**src/rtl/tt_pkg.sv**
```systemverilog
package tt_pkg;
  typedef enum logic [1:0] {
    SL_FREE = 2'd0,  // no transaction on this tag
    SL_ADDR = 2'd1,  // address phase open
    SL_WAIT = 2'd2,  // address done, waiting for data tenure
    SL_DATA = 2'd3   // data tenure in progress
  } slot_st_e;
endpackage

```
**src/rtl/tt_slot.sv**
```systemverilog
module tt_slot
  import tt_pkg::*;
(
  input  logic     clk,
  input  logic     rst_n,
  input  logic     alloc_i,
  input  logic     alloc_ao_i,
  input  logic     aend_i,
  input  logic     retry_i,
  input  logic     dstart_i,
  input  logic     ddone_i,
  output slot_st_e st_o,
  output logic     ao_o
);
  slot_st_e st_q, st_d;
  logic     ao_q;
  logic     st_en;

  always_comb begin
    st_d = st_q;
    unique case (st_q)
      SL_FREE: if (alloc_i)  st_d = SL_ADDR;
      SL_ADDR: if (aend_i)   st_d = (retry_i || ao_q) ? SL_FREE : SL_WAIT;
      SL_WAIT: if (dstart_i) st_d = SL_DATA;
      SL_DATA: if (ddone_i)  st_d = SL_FREE;
      default:               st_d = SL_FREE;
    endcase
  end

  assign st_en = (st_d != st_q);

  always_ff @(posedge clk or negedge rst_n) begin
    if (!rst_n) begin
      st_q <= SL_FREE;
    end else if (st_en) begin
      st_q <= st_d;
    end
  end

  always_ff @(posedge clk or negedge rst_n) begin
    if (!rst_n) begin
      ao_q <= 1'b0;
    end else if (alloc_i) begin
      ao_q <= alloc_ao_i;
    end
  end

  assign st_o = st_q;
  assign ao_o = ao_q;
endmodule

```
**src/rtl/tt_pend_cnt.sv**
```systemverilog
module tt_pend_cnt #(
  parameter int MAX_PEND = 3,
  localparam int CNT_W = $clog2(MAX_PEND + 1)
) (
  input  logic             clk,
  input  logic             rst_n,
  input  logic             inc_i,
  input  logic             dec_a_i,
  input  logic             dec_b_i,
  output logic [CNT_W-1:0] cnt_o,
  output logic             room_o
);
  localparam logic [CNT_W-1:0] MAX_C = CNT_W'(MAX_PEND);

  logic [CNT_W-1:0] cnt_q, cnt_d;
  logic             cnt_en;

  always_comb begin
    cnt_d  = cnt_q + CNT_W'(inc_i) - CNT_W'(dec_a_i) - CNT_W'(dec_b_i);
    cnt_en = inc_i || dec_a_i || dec_b_i;
  end

  always_ff @(posedge clk or negedge rst_n) begin
    if (!rst_n) begin
      cnt_q <= '0;
    end else if (cnt_en) begin
      cnt_q <= cnt_d;
    end
  end

  assign cnt_o  = cnt_q;
  assign room_o = (cnt_q < MAX_C);
endmodule

```
**src/rtl/tt_resp.sv**
```systemverilog
module tt_resp #(
  parameter int TAG_W = 3
) (
  input  logic             clk,
  input  logic             rst_n,
  input  logic             done_i,
  input  logic [TAG_W-1:0] done_tag_i,
  input  logic             err_i,
  output logic             done_valid_o,
  output logic [TAG_W-1:0] done_tag_o,
  output logic             err_o
);
  logic             dv_q, err_q;
  logic [TAG_W-1:0] tag_q;

  always_ff @(posedge clk or negedge rst_n) begin
    if (!rst_n) begin
      dv_q  <= 1'b0;
      err_q <= 1'b0;
    end else begin
      dv_q  <= done_i;
      err_q <= err_i;
    end
  end

  always_ff @(posedge clk or negedge rst_n) begin
    if (!rst_n) begin
      tag_q <= '0;
    end else if (done_i) begin
      tag_q <= done_tag_i;
    end
  end

  assign done_valid_o = dv_q;
  assign done_tag_o   = tag_q;
  assign err_o        = err_q;
endmodule

```
**src/rtl/tenure_tracker.sv**
```systemverilog
module tenure_tracker
  import tt_pkg::*;
#(
  parameter int TAG_W    = 3,
  parameter int MAX_PEND = 3,
  localparam int CNT_W   = $clog2(MAX_PEND + 1),
  localparam int NUM_TAG = 1 << TAG_W
) (
  input  logic             clk,
  input  logic             rst_n,
  input  logic             as_valid,
  input  logic [TAG_W-1:0] as_tag,
  input  logic             as_addr_only,
  input  logic             ae_valid,
  input  logic [TAG_W-1:0] ae_tag,
  input  logic             ae_retry,
  input  logic             ds_valid,
  input  logic [TAG_W-1:0] ds_tag,
  input  logic             dd_valid,
  input  logic [TAG_W-1:0] dd_tag,
  output logic             issue_en,
  output logic [CNT_W-1:0] pend_cnt,
  output logic             done_valid,
  output logic [TAG_W-1:0] done_tag,
  output logic             tag_err
);
  slot_st_e             st   [NUM_TAG];
  logic [NUM_TAG-1:0]   ao;
  logic [2*NUM_TAG-1:0] st_flat;
  logic                 room;
  logic                 as_ok, ae_hit, ds_hit, dd_hit;
  logic                 inc, dec_a, dec_b, err_d;

  always_comb begin
    as_ok  = as_valid && (st[as_tag] == SL_FREE) && (as_addr_only || room);
    ae_hit = ae_valid && (st[ae_tag] == SL_ADDR);
    ds_hit = ds_valid && (st[ds_tag] == SL_WAIT);
    dd_hit = dd_valid && (st[dd_tag] == SL_DATA);
    inc    = as_ok && !as_addr_only;
    dec_a  = ae_hit && ae_retry && !ao[ae_tag];
    dec_b  = ds_hit;
    err_d  = (as_valid && !as_ok) || (ae_valid && !ae_hit) ||
             (ds_valid && !ds_hit) || (dd_valid && !dd_hit);
  end

  for (genvar i = 0; i < NUM_TAG; i++) begin : g_slot
    tt_slot u_slot (
      .clk        (clk),
      .rst_n      (rst_n),
      .alloc_i    (as_ok  && (as_tag == TAG_W'(i))),
      .alloc_ao_i (as_addr_only),
      .aend_i     (ae_hit && (ae_tag == TAG_W'(i))),
      .retry_i    (ae_retry),
      .dstart_i   (ds_hit && (ds_tag == TAG_W'(i))),
      .ddone_i    (dd_hit && (dd_tag == TAG_W'(i))),
      .st_o       (st[i]),
      .ao_o       (ao[i])
    );
    assign st_flat[2*i +: 2] = st[i];
  end

  tt_pend_cnt #(.MAX_PEND(MAX_PEND)) u_cnt (
    .clk     (clk),
    .rst_n   (rst_n),
    .inc_i   (inc),
    .dec_a_i (dec_a),
    .dec_b_i (dec_b),
    .cnt_o   (pend_cnt),
    .room_o  (room)
  );

  tt_resp #(.TAG_W(TAG_W)) u_resp (
    .clk          (clk),
    .rst_n        (rst_n),
    .done_i       (dd_hit),
    .done_tag_i   (dd_tag),
    .err_i        (err_d),
    .done_valid_o (done_valid),
    .done_tag_o   (done_tag),
    .err_o        (tag_err)
  );

  assign issue_en = room;
endmodule

```
**config.mk**
```make
export PLATFORM = sky130hd
export DESIGN_NAME = tenure_tracker
export DESIGN_NICKNAME = d
export VERILOG_FILES = /design/src/rtl/tt_pkg.sv /design/src/rtl/tt_slot.sv /design/src/rtl/tt_pend_cnt.sv /design/src/rtl/tt_resp.sv /design/src/rtl/tenure_tracker.sv
export SDC_FILE = /design/constraint.sdc
export NUM_CORES = 1
export LEC_CHECK = 0
export CELL_PAD_IN_SITES_DETAIL_PLACEMENT = 0
export CELL_PAD_IN_SITES_GLOBAL_PLACEMENT = 1
export CORE_UTILIZATION = 25
export CTS_CLUSTER_SIZE = 14
export DETAILED_ROUTE_END_ITERATION = 12
export PLACE_DENSITY = 0.49
export SLEW_MARGIN = 20
export SYNTH_ARGS = -nofsm -noshare
export SYNTH_HDL_FRONTEND = slang
export SYNTH_SLANG_ARGS = --single-unit
```
**constraint.sdc**
```tcl
create_clock -name clk -period 2.4 [get_ports clk]
set_input_delay 0.6 -clock clk [delete_from_list [all_inputs] [get_ports clk]]
set_output_delay 0.6 -clock clk [all_outputs]
set_load 0.05 [all_outputs]
```
Yosys cells after proc, flatten, opt, wreduce, memory -nomap -nowiden:

Cells that the tools add are included.

* bits in writable memories: 0
* input bits: 20
* word-level logic and storage cells: 235
* ROM bits: 0
* bits in latches: 0
* bits in registers: 31
* memories kept: 0
* output and inout port bits: 8

* shift operators: 0
* multiply operators: 0
* bitwise operators: 4
* eq/ne operators: 63
* add/sub/neg operators: 3
* $lt $le $gt $ge: 6
* mux-type cells: 62
* reductions and logical operators: 77
* div/mod/pow operators: 0

Operator list (count)
* 2-bit 2-to-1 mux: 48
* 2-bit case mux with 4 select lines: 8
* 3-bit equality test, second input constant: 16
* 1-bit logical AND: 44
* 2-bit equality test, second input constant: 18
* 2-bit binary-select mux with 3-bit select: 4
* 3-bit by 2-bit equality test with 1-bit output, second input constant: 8
* 2-bit by 1-bit equality test with 1-bit output, second input constant: 9
* 2-bit zero test: 9
* 4-bit greater-or-equal comparator, second input constant: 4
* 2-bit != test: 8
* 3-bit NOT with 4-bit output: 4
* 1-bit logical OR: 14
* 3-bit by 1-bit equality test with 1-bit output, second input constant: 4
* 3-bit zero test: 4
* 1-bit zero test: 6
* 3-bit by 4-bit less-than comparator with 1-bit output, second input constant: 1
* 2-bit by 1-bit subtractor with 2-bit output: 2
* 1-bit binary-select mux with 3-bit select: 1
* 2-bit by 1-bit adder with 2-bit output: 1
* 2-bit less-than comparator, second input constant: 1
* 1-bit 2-to-1 mux: 1

Logic depth before layout (Yosys ltp):

Gate-level depths: netlist of run 1.

* word-level depth: 12
* gate-level depth with buffers: 10
* gate-level depth less buffers: 9

Hierarchy:

A second synthesis of run 1 with hierarchy kept.

* cell total of the unflattened synthesis: 238
* area, all modules: 2288.4 sq um

Modules (own cells, without submodules)
* tt_slot: area an instance 141.4 sq um, times used 8, sequential area each 75.1 sq um, cells each 10
* tenure_tracker: area an instance 862.1 sq um, times used 1, sequential area each 0.0 sq um, cells each 138
* tt_resp: area an instance 158.9 sq um, times used 1, sequential area each 125.1 sq um, cells each 8
* tt_pend_cnt: area an instance 136.4 sq um, times used 1, sequential area each 50.0 sq um, cells each 12

Worst setup path before layout of run 1:

No wires, ideal clock.

* path type: input port to flip-flop
* from: input ds_tag[1]
* to: register u_cnt.cnt_q[1], in the netlist u_cnt.cnt_o[1]
* data required time: 2.259 ns
* buffers on the path: 1
* data arrival time: 2.692 ns
* stages on the path: 8
* path slack: -0.433 ns
* setup time: 0.141 ns
* cells stage by stage: clkbuf_1 mux4_2 a22oi_1 fa_1 ha_1 xnor2_1 nand2_1 xnor2_1

* longest elaborated chain between the ends: 7
* elaborated cells on any way between the ends: 8
* classes of those cells: 1 x add/sub; 1 x eq/ne; 3 x mux; 1 x bitwise; 2 x reduce/logical

RTL lines
* from (decl): line tenure_tracker.sv:18 `input logic [TAG_W-1:0] ds_tag,`
* 3-bit NOT with 4-bit output (implied by the code) *: line tenure_tracker.sv:37 `ds_hit = ds_valid && (st[ds_tag] == SL_WAIT);`
* 2-bit binary-select mux with 3-bit select *: line tenure_tracker.sv:37
* 2-bit 2-to-1 mux (implied by the code) * (2 in series): line tenure_tracker.sv:37
* 2-bit equality test *: line tenure_tracker.sv:37
* 1-bit logical AND *: line tenure_tracker.sv:37
* 2-bit by 1-bit subtractor with 2-bit output or 1-bit logical OR (tied branches): line tt_pend_cnt.sv:19, tt_pend_cnt.sv:20
* to (signal assigned): line tt_pend_cnt.sv:27 `cnt_q <= cnt_d;`
* to (decl): line tt_pend_cnt.sv:15 `logic [CNT_W-1:0] cnt_q, cnt_d;`

Mark *: on every way between the ends. The rest lies on a longest branch, timed or not. The select of a mux whose other input is x is not followed.
A chain may end at the register's enable or synchronous reset.

Final worst setup path of run 1:

* from: input ae_tag[1]
* to: register u_cnt.cnt_q[0], in the netlist u_cnt.cnt_o[0]

* longest elaborated chain between the ends: 10
* elaborated cells on any way between the ends: 15
* classes of those cells: 2 x add/sub; 1 x eq/ne; 5 x mux; 1 x bitwise; 6 x reduce/logical

RTL lines
* from (decl): line tenure_tracker.sv:15 `input logic [TAG_W-1:0] ae_tag,`
* 3-bit NOT with 4-bit output (implied by the code): line tenure_tracker.sv:36 `ae_hit = ae_valid && (st[ae_tag] == SL_ADDR);`
* 2-bit binary-select mux with 3-bit select: line tenure_tracker.sv:36
* 2-bit 2-to-1 mux (implied by the code) (2 in series): line tenure_tracker.sv:36
* 2-bit by 1-bit equality test with 1-bit output: line tenure_tracker.sv:36
* 1-bit logical AND: line tenure_tracker.sv:36
* 1-bit logical AND: line tenure_tracker.sv:40 `dec_a = ae_hit && ae_retry && !ao[ae_tag];`
* 1-bit logical AND *: line tenure_tracker.sv:40
* 2-bit by 1-bit subtractor with 2-bit output * (2 in series): line tt_pend_cnt.sv:19 `cnt_d = cnt_q + CNT_W'(inc_i) - CNT_W'(dec_a_i) - CNT_W'(dec_b_i);`
* net u_cnt.cnt_d[0]: line tt_pend_cnt.sv:15

The timed path passes the listed nets; every way through them passes the cells marked *. The select of a mux whose other input is x is not followed.

==> key figures, run 1 <==
Die
  • Core Area: 7890 um2
  • Die area: 8690 um2
  • Die span in y: 93.2 um
  • IO Pins: 28
  • Initial Util: 26.4%
  • Placement Rows: 32
  • Die W: 93.2 um

Min path
  • Min-Delay Startpoint: u_resp.done_tag_o[2]
  • WHS Path Cells: 1
  • WHS Endpoint: u_resp.done_tag_o[2]
  • Hold/Removal Path Class: flip-flop to flip-flop

Timing
  • Setup_tns: -0.210 ns
  • Final slew viol count: 0
  • Highest clock rate: 398 MHz
  • RSZ-0062 raised after global routing: true
  • Endpoints failing hold: 0
  • Final worst setup slack: -0.113 ns
  • Worst Clk Skew: 0.00809 ns
  • Rel. slew slack: 57.5%
  • Fin crit period: 2.51 ns
  • Endpoints failing setup: 2
  • Worst slew pin tran: 0.637 ns
  • Fin crit share: 105%

Worst setup path
  • Critical Path Fanout Max: 7
  • Crit start category: input pin
  • Critical Path End Type: flip-flop
  • CP Class: input pin to flip-flop
  • R2r startpoint: g_slot[5].u_slot.st_o[1]
  • CP Data Required Time: 2.57 ns
  • Reg2reg setup slack: -0.11 ns
  • Critical Path AT: 2.69 ns
  • Reg-to-Reg End: u_cnt.cnt_o[0]
  • Worst Reg-to-Reg Cells: 6

Clocking
  • Total CTS buffers: 5
  • Clock Root Buffer: clkbuf_8
  • Worst-Skew Late Latency: 0.29 ns
  • H-tree Lvls: 2
  • Clock Tree Buf Depth: 2
  • CTS tree: done
  • Sinks on the clock net: 31
  • Clock transition at path regs: 0.07 ns

Route
  • Number of DRC markers in iteration 0: 107
  • ANT nets after route: 0
  • DRT Pass-1 Iters: 4
  • Via count: 2,057
  • DRC viols: 0
  • DR WL/cell: 18.0 um
  • Vias per cell: 5.12
  • Post-Route WL: 7240 um

Power and ir drop
  • Flop pwr share: 32.8%
  • LEAKAGE: 0.00132 uW
  • Switching share of power: 39.6%
  • Clock share of power: 13.3%
  • Internal power: 1790 uW
  • Max IR drop VDD: 0.388 mV
  • Power Density: 949 nW/um2
  • Logic pwr share: 53.9%
  • Sw power: 1170 uW

Yosys
  • Syn Nets: 233
  • Async set or reset register ratio after synthesis: 100%
  • Syn Area/Cell: 9.86 um2
  • Seq/Total Area, Yosys: 37.3%
  • Mapped Area: 2080 um2
  • Yosys cell types: 47
  • Ys flop type: dfrtp_1
  • EDFF count, synth: 0
  • Post-synthesis cell count: 211
  • Yosys Warn Count: 0
  • Synthesis-stage register bit count: 31

Job
  • Max-cap violations: 0

Finish
  • Fin area: 3120 um2
  • Footprint of the multi-input gates: 1330 um2
  • Sequential cell area: 776 um2
  • P&R area growth vs syn: 49.8%
  • Most frequent cells in the layout: 66 x buf_4, 31 x dfrtp_1, 23 x nand2_1, 20 x clkdlybuf4s50_1
  • Commonest non-fill, non-tap cell in the layout: buf_4
  • Ratio of cells with drive above 1 in the final layout: 36.7%
  • Nets: 323
  • Util after Layout: 39.5%
  • Antenna Cells: 0
  • Final cell count without fillers: 402
  • Fillers: 788

Outcome
  • Status: finished with violations
  • Failing checks: setup timing

Global route
  • Total GRT Usage: 17.9%
  • Vias in the first global route: 2,085
  • Initial antenna violation count: 0
  • Largest net degree at the start of global routing: 32
  • Total grt overflow: 0
  • First-pass GRT wire length: 11,400 um

Placed design
  • Port bufs: 27
  • Placed cell count: 389
  • Final HPWL DP: 5670 um
  • Post-Place Worst Slack: -1.02 ns
  • Dpl cell area: 2900 um2
  • Final RePlAce weighted congestion: 0.789
logic make-up after synthesis:
| logic type | Yosys count | synth area share, % |
|---|---|---|
| adder cells (fa/ha/maj) | 2 | 1.56 |
| XOR/XNOR | 2 | 0.842 |
| flip-flops | 31 | 37.3 |
| buffers and inverters | 19 | 4.03 |
| multiplexers | 23 | 14.7 |
| AND/OR/NAND/NOR | 100 | 29.2 |
| AO/OA/AOI/OAI | 34 | 12.3 |
power groups by stage:
| stage | registers, uW | logic, uW | clock network [uW] |
|---|---|---|---|
| after floorplan | 1080 | 632 | 0 |
| after global placement | 975 | 1450 | 0 |
| after detailed placement | 960 | 1450 | 0 |
| after CTS | 967 | 1540 | 405 |
| after global routing | 1000 | 1730 | 427 |
| final | 970 | 1600 | 393 |
timing repair:
| item | in CTS | in global routing |
|---|---|---|
| setup endpoints to repair | 20 | 2 |
| setup buffers | 5 | 2 |
| gates resized for setup | 39 | 10 |
| hold endpoints to repair | 0 | 0 |
| pin swaps | 11 | 6 |
| hold buffers | 0 | 0 |
cell usage after synthesis (2+ instances only):
master / number / share of area (%)
clkbuf_1: 7 / 1.3
nor2_1: 10 / 1.8
nand3b_1: 6 / 2.2
mux4_2: 5 / 5.4
o221ai_1: 3 / 1.3
o2111ai_1: 2 / 0.84
o41ai_1: 3 / 1.3
mux2_2: 11 / 6.0
o21ai_0: 7 / 1.7
xnor2_1: 2 / 0.84
and2_1: 3 / 0.90
nand4b_1: 6 / 2.5
dfrtp_1: 31 / 37
nor4bb_1: 2 / 0.96
o31ai_1: 2 / 0.72
o311ai_0: 4 / 1.7
nand2b_1: 3 / 0.90
or3_1: 5 / 1.5
a41oi_1: 3 / 1.3
or4_1: 3 / 1.1
o211ai_1: 4 / 1.4
inv_1: 9 / 1.6
nand2_1: 23 / 4.1
a22oi_1: 2 / 0.72
nand3_1: 8 / 1.9
or4bb_1: 3 / 1.6
nor2b_1: 12 / 3.6
or4b_1: 2 / 0.96
mux2i_1: 7 / 3.4
nand4_1: 5 / 1.5
nor4b_1: 2 / 0.84
final cells by class:
| cell class | instances | area share, % |
|---|---|---|
| inverter | 9 | 1.08 |
| tap | 102 | 4.09 |
| clock buffer | 6 | 2.33 |
| sequential | 31 | 24.9 |
| timing repair buffer | 93 | 24.9 |
| multi-input combinational | 161 | 42.7 |
state kept, by name (all words and copies together), names as in the netlist:
signal               count
g_slot.u_slot.st_o      16
g_slot.u_slot.ao_o       8
u_resp.done_tag_o        3
u_cnt.cnt_o              2
u_resp.done_valid_o      1
u_resp.err_o             1
layer usage:
layer  vias up  part of all wire [%]  global-route usage [%]
met5         -                     0                       0
met2        42                    45                    28.2
met3         7                   3.6                    3.17
met4         0                   1.1                    5.00
li1        983                     -                       -
met1      1025                    50                    25.0
critical path: stages:
cell	delay (ns)
buf_8	0.11
or4bb_1	0.54
a41oi_2	0.25
o2111ai_2	0.19
fa_1	0.55
ha_4	0.20
mux2_4	0.25
how the worst max path moves through the flow:
stage                              from        endpoint  slack, ns  cells past startpoint
2_1_floorplan                 as_tag[1]  u_cnt.cnt_o[1]      -0.30                     10
3_3_place_gp                  ae_tag[0]  u_cnt.cnt_o[1]      -0.94                      9
3_5_place_dp                  ae_tag[0]  u_cnt.cnt_o[0]      -1.02                      7
4_1_cts                       ae_tag[1]  u_cnt.cnt_o[0]      -0.13                      7
5_1_grt        g_slot[4].u_slot.st_o[1]  u_cnt.cnt_o[1]      -0.17                      9
6_report                      ae_tag[1]  u_cnt.cnt_o[0]      -0.11                      7
per-stage QoR:
stage | hold WS [ns] | total power [uW]
final | 0.484 | 2960
after global routing | 0.507 | 3160
after CTS | 0.489 | 2910
after detailed placement | 0.468 | 2410
after global placement | 0.468 | 2420
after floorplan | 0.304 | 1720
Note: power is estimated with default switching activity, not from simulation.
==> inputs of run 2 (changes only) <==
- PLACE_DENSITY: 0.49 -> 0.47
- SLEW_MARGIN: 20 -> default
- clock period: 2.4 -> 2.9 ns (I/O delays scaled with it)
==> run 2 against run 1 <==
Net effect: the flow now finishes without violations; total power fell by 23%; highest routed layer unchanged; utilization fell by 3.8 points; non-clock buffer count fell by 35.
==> key figures, run 2 (synthesized netlist as in run 1, its figures left out) <==
Global route
  • First-pass GRT wire length: 11,400 um (-0.31%)
  • Total GRT Usage: 17.6% (-0.23 points)
  • Initial antenna violation count: 0 (unchanged)
  • Largest net degree at the start of global routing: 32 (unchanged)
  • Vias in the first global route: 2,028 (-2.7%)
  • Total grt overflow: 0 (unchanged)

Die
  • Placement Rows: 32 (unchanged)
  • IO Pins: 28 (unchanged)
  • Die span in y: 93.2 um (unchanged)
  • Die W: 93.2 um (unchanged)
  • Core Area: 7890 um2 (unchanged)
  • Initial Util: 26.4% (unchanged)
  • Die area: 8690 um2 (unchanged)

Route
  • DRC viols: 0 (unchanged)
  • DRT Pass-1 Iters: 4 (unchanged)
  • Via count: 1,922 (-6.6%)
  • ANT nets after route: 0 (unchanged)
  • Vias per cell: 5.21 (+1.8%)
  • Post-Route WL: 6910 um (-4.5%)
  • DR WL/cell: 18.7 um (+4.0%)
  • Number of DRC markers in iteration 0: 128 (+20%)

Timing
  • WHS: 0.490 ns (+0.00691 ns)
  • Fin crit share: 97.6%
  • Endpoints failing hold: 0 (unchanged)
  • Highest clock rate: 353 MHz
  • Worst Clk Skew: 0.00801 ns (-0.0000814 ns)
  • Rel. slew slack: 56.3% (-1.2 points)
  • Final slew viol count: 0 (unchanged)
  • Worst slew pin tran: 0.654 ns (+0.0176 ns)
  • Fin crit period: 2.83 ns
  • Endpoints failing setup: 0 (-2)

Power and ir drop
  • Flop pwr share: 37.0% (+4.2 points)
  • Power Density: 814 nW/um2 (-14%)
  • Clock share of power: 19.8% (+6.5 points)
  • Max IR drop VDD: 0.285 mV (-27%)
  • Pwr Total: 2290 uW (-23%)
  • Internal power: 1380 uW (-23%)
  • Logic pwr share: 43.2% (-11 points)
  • Switching share of power: 39.6% (about the same)
  • LEAKAGE: 0.00115 uW (-13%)
  • Sw power: 908 uW (-22%)

Job
  • Max-cap violations: 0 (unchanged)

Worst setup path
  • CP Data Required Time: 3.07 ns (+0.50 ns)
  • Critical Path End Type: flip-flop
  • CP Class: input pin to flip-flop
  • Reg2reg setup slack: 0.31 ns (+0.42 ns)
  • Critical Path AT: 3.01 ns (+0.32 ns)
  • Critical Path Fanout Max: 8 (+1)
  • Worst Reg-to-Reg Cells: 6 (unchanged)
  • Crit start category: input pin

Placed design
  • Final RePlAce weighted congestion: 0.852 (+8.0%)
  • Final HPWL DP: 5420 um (-4.3%)
  • Port bufs: 27 (unchanged)

Finish
  • Antenna Cells: 0 (unchanged)
  • Sequential cell area: 776 um2 (unchanged)
  • Nets: 288 (-11%)
  • Most frequent cells in the layout: 31 x dfrtp_1, 31 x buf_4, 23 x nand2_1, 21 x clkdlybuf4s50_1, 12 x nor2b_1
  • Footprint of the multi-input gates: 1270 um2 (-4.4%)
  • Fillers: 805 (+2.2%)
  • Ratio of cells with drive above 1 in the final layout: 25.1% (-12 points)
  • Number of flip-flops in the largest register: 16 (unchanged)
  • P&R area growth vs syn: 35.4%

Min path
  • WHS Path Cells: 1 (unchanged)
  • Hold/Removal Path Class: flip-flop to flip-flop

Clocking
  • Clock Root Buffer: clkbuf_8
  • Total CTS buffers: 5 (unchanged)
  • Hold-fix buffers, CTS: 0 (unchanged)
  • Worst-Skew Late Latency: 0.29 ns (about the same)
  • Sinks on the clock net: 31 (unchanged)
  • Clock transition at path regs: 0.07 ns (about the same)
  • H-tree Lvls: 2 (unchanged)
  • Clock Tree Buf Depth: 2 (unchanged)
  • CTS tree: done

Outcome
  • Status: finished, final reports clean
-- run 2: layout make-up --
type | instances | area share (%)
clock buffers | 6 | 2.93
clock inverters | 2 | 1.24
inverters | 9 | 1.20
multi-input cells | 161 | 45.2
flip-flops and latches | 31 | 27.5
well taps | 102 | 4.53
repair buffers | 58 | 17.4
-- run 2: through the flow --
stage / setup WS (ns) / TNS [ns] / cells / instance area [um2] / utilization (%)
6_report: 0.0691 / 0 / 369 / 2820 / 35.7
5_1_grt: -0.0120 / -0.0120 / 369 / 2820 / 35.7
4_1_cts: 0.0470 / 0 / 368 / 2790 / 35.4
3_5_place_dp: -0.702 / -2.24 / 360 / 2670 / 33.8
3_3_place_gp: -0.642 / -2.28 / 360 / 2670 / 33.8
2_1_floorplan: 0.0171 / 0 / 211 / 2100 / -
-- run 2: worst max-delay path, cell delays in order --
cell and delay (ns):
clkdlybuf4s15_2 0.24, or4bb_4 0.56, a41oi_4 0.29, o2111ai_4 0.17, fa_1 0.48, ha_1 0.28
mux2_2 0.26
-- run 2: worst paths after layout --
path / startpoint / end
max: ae_tag[1] / u_cnt.cnt_o[0]
min: u_resp.done_tag_o[2] / u_resp.done_tag_o[2]
max reg2reg: g_slot[4].u_slot.st_o[1] / u_cnt.cnt_o[0]
min reg2reg: u_resp.done_tag_o[2] / u_resp.done_tag_o[2]
max in group asynchronous: rst_n / g_slot[6].u_slot.st_o[0]
min in group asynchronous: rst_n / u_resp.done_valid_o
-- run 2: what timing repair did --
action / CTS / global route
setup endpoints to repair: 2 / 2
gates cloned: 0 / 0
pin swaps: 1 / 4
buffers inserted: 0 / 1
resized for setup: 10 / 11
endpoints found under the hold margin: 0 / 0
-- run 2: power groups by stage --
stage                     logic, uW  registers, uW  clock network (uW)
final                           991            848                 453
after global routing           1080            881                 486
after CTS                       977            845                 470
after detailed placement        969            851                   0
after global placement          978            868                   0
after floorplan                 515            897                   0
-- run 2: metal layers --
layer  GRT usage (%)  share of wire (%)  vias to the layer above  wire length, um
met5               0                  0                        -                0
met4            5.64                1.9                        0              134
met3            3.41                4.8                        9              333
met2            26.6                 44                       55             3030
met1            25.2                 49                      946             3410
li1                -                  -                      912                -
==> inputs of run 3 (changes only) <==
- CTS_CLUSTER_SIZE: 14 -> 28
- PLACE_DENSITY: 0.47 -> 0.55
==> run 3 against run 2 <==
Net effect: first-iteration DRC count increased by 7.8%; sequential power hardly changed; clock power shrank 11%; highest routed layer unchanged; worst hold slack lost 0.00078 ns; total power decreased by 2.9%; worst setup slack better by 0.050 ns; non-clock buffer count increased by 5; wire length rose by 0.27%; largest power group unchanged; critical endpoint unchanged; global-route usage decreased by 0.34 points; cell count rose by 1.4%.
==> key figures, run 3 (synthesized netlist as in run 1, its figures left out) <==
Outcome
  • Status: finished, final reports clean

Global route
  • Largest net degree at the start of global routing: 32 (unchanged)
  • First-pass GRT wire length: 11,000 um (-3.3%)
  • Vias in the first global route: 1,952 (-3.7%)
  • Initial antenna violation count: 0 (unchanged)
  • Total GRT Usage: 17.3% (-0.34 points)
  • Total grt overflow: 0 (unchanged)

Power and ir drop
  • Power Density: 787 nW/um2 (-3.3%)
  • Max IR drop VDD: 0.330 mV (+16%)
  • LEAKAGE: 0.00116 uW (+0.60%)

Clocking
  • CTS tree: done
  • Clock Root Buffer: clkbuf_8
  • Worst-Skew Late Latency: 0.30 ns (about the same)
  • H-tree Lvls: 2 (unchanged)
  • Clock transition at path regs: 0.08 ns (about the same)
  • Sinks on the clock net: 31 (unchanged)
  • Hold-fix buffers, CTS: 0 (unchanged)
  • Post-CTS Setup Bufs: 0 (unchanged)
  • Clock Tree Buf Depth: 2 (unchanged)
  • Total CTS buffers: 5 (unchanged)

Route
  • DRC viols: 0 (unchanged)
  • Via count: 1,905 (-0.88%)
  • DR WL/cell: 18.5 um (-1.1%)
  • Vias per cell: 5.09 (-2.2%)
  • Post-Route WL: 6930 um (+0.27%)
  • Number of DRC markers in iteration 0: 138 (+7.8%)
  • ANT nets after route: 0 (unchanged)
  • DRT Pass-1 Iters: 4 (unchanged)

Finish
  • Commonest non-fill, non-tap cell in the layout: buf_4
  • Util after Layout: 35.9% (+0.16 points)
  • Fin area: 2830 um2 (+0.44%)
  • P&R area growth vs syn: 36.0%
  • Antenna Cells: 0 (unchanged)
  • Final cell count without fillers: 374 (+1.4%)
  • Nets: 293 (+1.7%)
  • Ratio of cells with drive above 1 in the final layout: 25.7% (+0.64 points)
  • Number of flip-flops in the largest register: 16 (unchanged)
  • Most frequent cells in the layout: 36 x buf_4, 31 x dfrtp_1, 23 x nand2_1, 21 x clkdlybuf4s50_1, 12 x nor2b_1

Die
  • IO Pins: 28 (unchanged)
  • Initial Util: 26.4% (unchanged)
  • Core Area: 7890 um2 (unchanged)
  • Die span in y: 93.2 um (unchanged)
  • Placement Rows: 32 (unchanged)
  • Die area: 8690 um2 (unchanged)
  • Die W: 93.2 um (unchanged)

Worst setup path
  • Critical Path AT: 2.97 ns (-0.04 ns)
  • Crit start category: input pin
  • Critical Path End Type: flip-flop
  • CP Data Required Time: 3.09 ns (+0.02 ns)
  • R2r startpoint: g_slot[0].u_slot.st_o[1]
  • Reg-to-Reg End: u_cnt.cnt_o[0]
  • Worst Reg-to-Reg Cells: 6 (unchanged)
  • Critical Path Fanout Max: 5 (-3)
  • Reg2reg setup slack: 0.32 ns (about the same)
  • CP Class: input pin to flip-flop

Timing
  • Final worst setup slack: 0.119 ns (+0.0498 ns)
  • Final slew viol count: 0 (unchanged)
  • Highest clock rate: 360 MHz (+1.8%)
  • Fin crit share: 95.9% (-1.7 points)
  • Worst slew pin tran: 0.621 ns (-0.0328 ns)
  • Endpoints failing hold: 0 (unchanged)
  • Fin crit period: 2.78 ns (-0.0498 ns)
  • Endpoints failing setup: 0 (unchanged)
  • RSZ-0062 raised after global routing: false
  • Rel. slew slack: 58.5% (+2.2 points)
  • Setup_tns: 0 ns (unchanged)
  • Worst Clk Skew: 0.00741 ns (-0.000601 ns)

Job
  • Max-cap violations: 0 (unchanged)

Min path
  • Hold/Removal Path Class: flip-flop to flip-flop
  • WHS Path Cells: 1 (unchanged)
  • WHS Endpoint: u_resp.done_tag_o[2]
  • Min-Delay Startpoint: u_resp.done_tag_o[2]

Placed design
  • Port bufs: 27 (unchanged)
  • Placed cell count: 366 (+1.7%)
  • Post-Place Worst Slack: -0.635 ns (+0.0676 ns)
  • Final HPWL DP: 5400 um (-0.39%)
  • Final RePlAce weighted congestion: 0.807 (-5.3%)
  • Dpl cell area: 2710 um2 (+1.7%)
## run 3: worst max-delay path: stages
cell	delay, ns
clkdlybuf4s15_1	0.28
nor4bb_1	0.21
or4_4	0.56
mux2i_4	0.17
nor2_1	0.07
fa_1	0.43
ha_1	0.27
mux2_2	0.26
## run 3: cell type report
class	count	area (um2)
tap	102	128
sequential	31	776
clock inverter	1	7.51
multi-input combinational	161	1260
timing repair buffer	63	531
fill	807	5060
clock buffer	7	96.3
inverter	9	33.8
## run 3: worst max-delay path by stage
stage,endpoint,slack [ns],from
after floorplan,u_cnt.cnt_o[1],0.02,as_tag[0]
after global placement,u_cnt.cnt_o[0],-0.58,ae_tag[0]
after detailed placement,u_cnt.cnt_o[0],-0.63,ae_tag[0]
after CTS,u_cnt.cnt_o[0],0.02,ae_tag[0]
after global routing,u_cnt.cnt_o[0],0.02,as_tag[1]
final,u_cnt.cnt_o[0],0.12,as_tag[1]
## run 3: stage by stage
stage / total power [uW] / hold WS (ns)
after floorplan: 1410 / 0.429
after global placement: 1820 / 0.469
after detailed placement: 1810 / 0.466
after CTS: 2220 / 0.494
after global routing: 2380 / 0.515
final: 2230 / 0.490
## run 3: report_power, final
part	switching, uW	internal (uW)	leakage (uW)
Combinational	487	485	0.000720
Sequential	231	618	0.000385
Clock	189	216	0.0000505
Total	907	1320	0.00116
## run 3: timing repair
item | in CTS | in global routing
cloned | 0 | 0
hold endpoints to repair | 0 | 0
gates resized for setup | 7 | 8
endpoints found under the setup margin | 2 | 2
pin swaps | 0 | 3
## run 3: layer usage
layer,vias to the layer above,GRT usage (%),wire length (um)
li1,922,-,-
met1,921,24.7,3350
met2,53,26.2,3110
met3,9,2.93,345
met4,0,6.03,121
met5,-,0,0
